`src/rtl/rx_status_builder.sv`:
```
module rx_status_builder (
  input  logic        clk,
  input  logic        rst_n,
  input  logic        beat_valid,
  input  logic        beat_last,
  input  logic        buf_full,
  input  logic [4:0]  beat_dest,
  input  logic [4:0]  beat_id,
  input  logic [3:0]  beat_user,
  input  logic        err_internal,
  input  logic        err_slave,
  input  logic        err_decode,
  output logic        status_valid,
  output logic [31:0] status_word,
  output logic        halted
);

  localparam logic [31:0] RSV_MASK = 32'h03F0_E0E0;

  logic       pkt_open;
  logic       sop_cur;
  logic [4:0] cap_dest;
  logic [4:0] cap_id;
  logic [3:0] cap_user;

  wire       live  = !halted;
  wire       beat  = beat_valid && live;
  wire       first = beat && !pkt_open;
  wire       close = beat && (beat_last || buf_full);
  wire [2:0] errs  = {err_decode, err_slave, err_internal} & {3{live}};
  wire       fault = |errs;

  wire [4:0] f_dest = first ? beat_dest : cap_dest;
  wire [4:0] f_id   = first ? beat_id   : cap_id;
  wire [3:0] f_user = first ? beat_user : cap_user;
  wire       f_sop  = first || sop_cur;
  wire       f_eop  = close && beat_last;

  wire [31:0] next_word = {!fault, errs, f_sop, f_eop, 6'b0, f_user,
                           3'b0, f_id, 3'b0, f_dest};

  always_ff @(posedge clk) begin
    if (!rst_n) begin
      status_valid <= 1'b0;
      status_word  <= '0;
      halted       <= 1'b0;
      pkt_open     <= 1'b0;
      sop_cur      <= 1'b0;
      cap_dest     <= '0;
      cap_id       <= '0;
      cap_user     <= '0;
    end else begin
      status_valid <= close || fault;
      if (close || fault) status_word <= next_word;
      if (fault) halted <= 1'b1;
      if (first) begin
        cap_dest <= beat_dest;
        cap_id   <= beat_id;
        cap_user <= beat_user;
      end
      if (beat) pkt_open <= !beat_last;
      if (close) sop_cur <= 1'b0;
      else if (first) sop_cur <= 1'b1;
    end
  end

  a_r2_reserved_zero: assert property (@(posedge clk) disable iff (!rst_n)
    status_valid |-> ((status_word & RSV_MASK) == 32'h0));

  a_r6_strobe_after_close: assert property (@(posedge clk) disable iff (!rst_n)
    (beat_valid && (beat_last || buf_full) && !halted) |=> status_valid);

  a_r7_clean_complete: assert property (@(posedge clk) disable iff (!rst_n)
    (status_valid && !halted) |-> (status_word[31] && status_word[30:28] == 3'b000));

  a_r8_error_word: assert property (@(posedge clk) disable iff (!rst_n)
    (!halted && (err_internal || err_slave || err_decode)) |=>
      (status_valid && halted && !status_word[31]));

  a_r9_halt_sticky: assert property (@(posedge clk) disable iff (!rst_n)
    halted |=> halted);

  a_r9_silent_when_halted: assert property (@(posedge clk) disable iff (!rst_n)
    halted |=> !status_valid);

endmodule

```
`config.mk`:
```
export PLATFORM = sky130hd
export DESIGN_NAME = rx_status_builder
export DESIGN_NICKNAME = d
export VERILOG_FILES = /design/src/rtl/rx_status_builder.sv
export SDC_FILE = /design/constraint.sdc
export NUM_CORES = 1
export LEC_CHECK = 0
export ABC_AREA = 1
export BUFFER_PORTS_ARGS = -buffer_cell sky130_fd_sc_hd__buf_2
export CORE_MARGIN = 2
export CORE_UTILIZATION = 40
export DETAILED_ROUTE_END_ITERATION = 6
export PLACE_DENSITY = 0.68
export REMOVE_ABC_BUFFERS = 1
export SYNTH_ARGS = -nofsm -noshare
export SYNTH_HDL_FRONTEND = slang
export SYNTH_SLANG_ARGS = --single-unit
export TNS_END_PERCENT = 20
```
`constraint.sdc`:
```
create_clock -name clk -period 1.1 [get_ports clk]
set_input_delay 0.11 -clock clk [delete_from_list [all_inputs] [get_ports clk]]
set_output_delay 0.11 -clock clk [all_outputs]
set_load 0.02 [all_outputs]
```
==> out/metrics.csv <==
stage,metric,value,unit
timing,report.final.setup_viol,12,
floorplanning,floorplan.core_area,0.00432,sq mm
power_and_ir_drop,total_power,3.47,mW
critical_path,worstPathRequired,1.33,ns
drt,detail-route-antenna-nets,0,
yosys,synthesis.yosys.warnings,0,
yosys,ys_seq_elements,38,
cts,cts.hold.buffers_added,0,
floorplanning,floorplan.rows,24,
yosys,post-synth-top-area-cell,dfxtp_1,
status,failing_checks,setup timing,
critical_path,setup.reg_to_reg.worst_slack,-0.05,ns
global_routing,first_pass_grt_wire_length,6780,microns
critical_path,element_type_at_the_critical_path_end,flop,
power_and_ir_drop,total_leakage_power,1.18,nW
drt,post_drt_wl_per_cell,11.2,microns
drt,detailroute.via_count,1597,
critical_path,critical_path.slowest_cell,dfxtp_4,
yosys,synthTopCellsByArea,"dfxtp_1 (43%), nand2_1 (14%), nand4_1 (6.7%), nor2_2 (6.3%), a21oi_1 (5.1%)",
flow_run,maxCapViolations,0,
power_and_ir_drop,vdd_drop_max,0.937,mV
critical_path,timing.critical_path.from_type,flop,
cts,tritoncts.num_buffers,5,
cells_and_area,nNetsFinal,320,
drt,post_drt_via_cell_ratio,4.55,
drt,postRouteWirelength,3940,microns
cells_and_area,syn_to_final_growth,32.8,%
power_and_ir_drop,power.density,1470,mW/mm^2
timing,finalCritPeriodShare,104,%
yosys,synth-edff-count,0,
cts,clock_path_buffers,2,
timing,rsz_0062_raised_after_global_routing,true,
critical_path,cpLargestDelayFamily,simple AND/OR/NAND/NOR gates,
critical_path,worstRegToRegCells,8,
timing,timing.fmax,0.872,GHz
hold_path,worst_hold_startpoint,beat_user[2],
timing,finalHoldViolCount,0,
timing,finalMaxSlewViolations,0,
floorplanning,ios,56,
place,gpl.final_weighted_congestion,0.791,
hold_path,hold-path-cell-count,3,
drt,drc,0,
cts,cts_tree,built,
yosys,synthesis.area_per_instance,7.52,sq um
global_routing,overflow,0,
yosys,netlist_instances,236,
critical_path,worst-path-buf-inv,2,
place,dp.final_hpwl,2820,microns
cts,clock_tree.root_cell,clkbuf_8,
yosys,netlist_area,0.00178,sq mm
global_routing,grtUsageTotal,17.1,%
cells_and_area,antenna-diode-count,0,
critical_path,ordered_cell_list_for_the_critical_path,inv_6 > nand2_4 > nor2_4 > buf_12 > nand2_2 > nand2_2 > nor2_2 > nor2_2,
timing,worst_slack,-0.0472,ns
global_routing,vias_in_the_first_global_route,1483,
cells_and_area,finalInstanceArea,0.00236,sq mm
floorplanning,start_util,41.1,%
floorplanning,dieHeight,70.6,microns
drt,drtIter0Drc,27,
critical_path,reg2reg_to,status_word[16],
global_routing,grt_max_degree,13,
yosys,netlist.area_leader.share,42.8,%
yosys,async_reset_ff_share,0,%
timing,fin_crit,1.15,ns
cts,cts.sinks,38,
critical_path,critical_path.max_fanout,8,
place,portBuffers,43,
yosys,ys_top_cells_by_count,"nand2_1 (65), dfxtp_1 (38), inv_1 (22)",
timing,finClkSkew,0.00450,ns
drt,detailedRoute.firstPassIterationCount,4,
global_routing,grt_antenna_before_repair,0,
cts,clock_latency_at_the_later_pin_of_the_worst_skew_pair,0.29,ns
status,outcome,"complete, but fails checks",
place,dpl_cell_area,0.00206,sq mm
hold_path,worstHoldEndpoint,cap_user[2],
critical_path,worst_r2r_startpoint,halted,
yosys,yosys.cell_types.count,22,
cts,clk_pin_slew_worst_paths,0.07,ns
yosys,synth_sequential_area_ratio,42.8,%
critical_path,worst-setup-path-type,flop to flop,
yosys,synth_top_flop_cell,dfxtp_1,
yosys,synthMostInstantiatedCell,nand2_1,
hold_path,hp-class,input port to flop,
floorplanning,die-width,70.6,microns
critical_path,worst_ep_arrival_time,1.38,ns
cells_and_area,drive_gt1_share,43.5,%
critical_path,critical_path.max_stage_delay,0.38,ns
cts,ctsHtreeMaxLevel,2,
floorplanning,dieArea,0.00499,sq mm
-- tightest hold or removal path, delay by kind of cell --
family	cells	cell delay [ns]
buf+inv	1	0.10
simple gates	1	0.07
compound gates	1	0.04
-- sequential cells by signal, summed over array words and instances (netlist names) --
name / flops
halted: 1
cap_id: 5
status_valid: 1
status_word: 20
pkt_open: 1
cap_user: 4
cap_dest: 5
sop_cur: 1
-- worst max-delay path by stage --
stage	from	cells past startpoint	endpoint	slack, ns
final	halted	8	status_word[16]	-0.05
after global routing	halted	8	status_word[16]	-0.11
after CTS	halted	8	status_word[11]	-0.05
after detailed placement	halted	6	status_word[27]	-0.15
after global placement	halted	8	status_word[9]	-0.1
after floorplan	halted	6	status_word[0]	-0.45
-- cell families after synthesis --
logic type / after synthesis / share of synthesized area [%]
other cells: 1 / 0.211
compound gates: 21 / 6.55
simple gates: 127 / 34.2
flops: 38 / 42.8
buf+inv: 49 / 16.1
-- metrics by stage --
| stage | util (%) | setup slack [ns] | std cells | hold WS (ns) | TNS (ns) |
|---|---|---|---|---|---|
| 2_1_floorplan | - | -0.448 | 223 | 0.231 | -9.19 |
| 3_3_place_gp | 47.6 | -0.0993 | 337 | 0.386 | -1.28 |
| 3_5_place_dp | 47.6 | -0.154 | 337 | 0.387 | -2.29 |
| 4_1_cts | 52.9 | -0.0484 | 350 | 0.0751 | -0.520 |
| 5_1_grt | 54.5 | -0.111 | 351 | 0.0777 | -1.83 |
| 6_report | 54.5 | -0.0472 | 351 | 0.0825 | -0.284 |
-- placed cells by master, fill, tap and decap left out, drive strengths merged --
master and instances:
dfxtp 38, or2 1, conb 12, o21ai 3, buf 68, inv 24, a21oi 18, clkbuf 7
nor2 39, nand4 19, nand2 68, clkinv 2
-- report_power, final --
| part | internal (mW) | switching (mW) |
|---|---|---|
| combinational | 0.386 | 0.559 |
| clock | 0.505 | 0.473 |
| sequential | 1.49 | 0.0559 |
| total | 2.38 | 1.09 |
-- what timing repair did --
| action | in CTS | in global routing |
|---|---|---|
| pin swaps | 11 | 8 |
| setup buffers | 5 | 1 |
| gates resized for setup | 26 | 19 |
| endpoints found under the setup margin | 35 | 35 |
-- layout make-up --
class | instances | area, sq um
tap | 52 | 65.1
inverter | 25 | 101
timing repair buffer | 68 | 454
multi-input combinational | 160 | 880
clock buffer | 7 | 86.3
sequential | 38 | 766
clock inverter | 1 | 5.00
fill | 447 | 1970
-- routing by layer --
layer / routed length (microns) / vias to the layer above / global-route usage [%]
li1: - / 836 / -
met4: 49 / 0 / 6.71
met5: 0 / - / 0
met3: 222 / 5 / 3.99
met1: 1670 / 712 / 21.0
met2: 1990 / 44 / 29.1
Note: power is estimated with default switching activity, not from simulation.
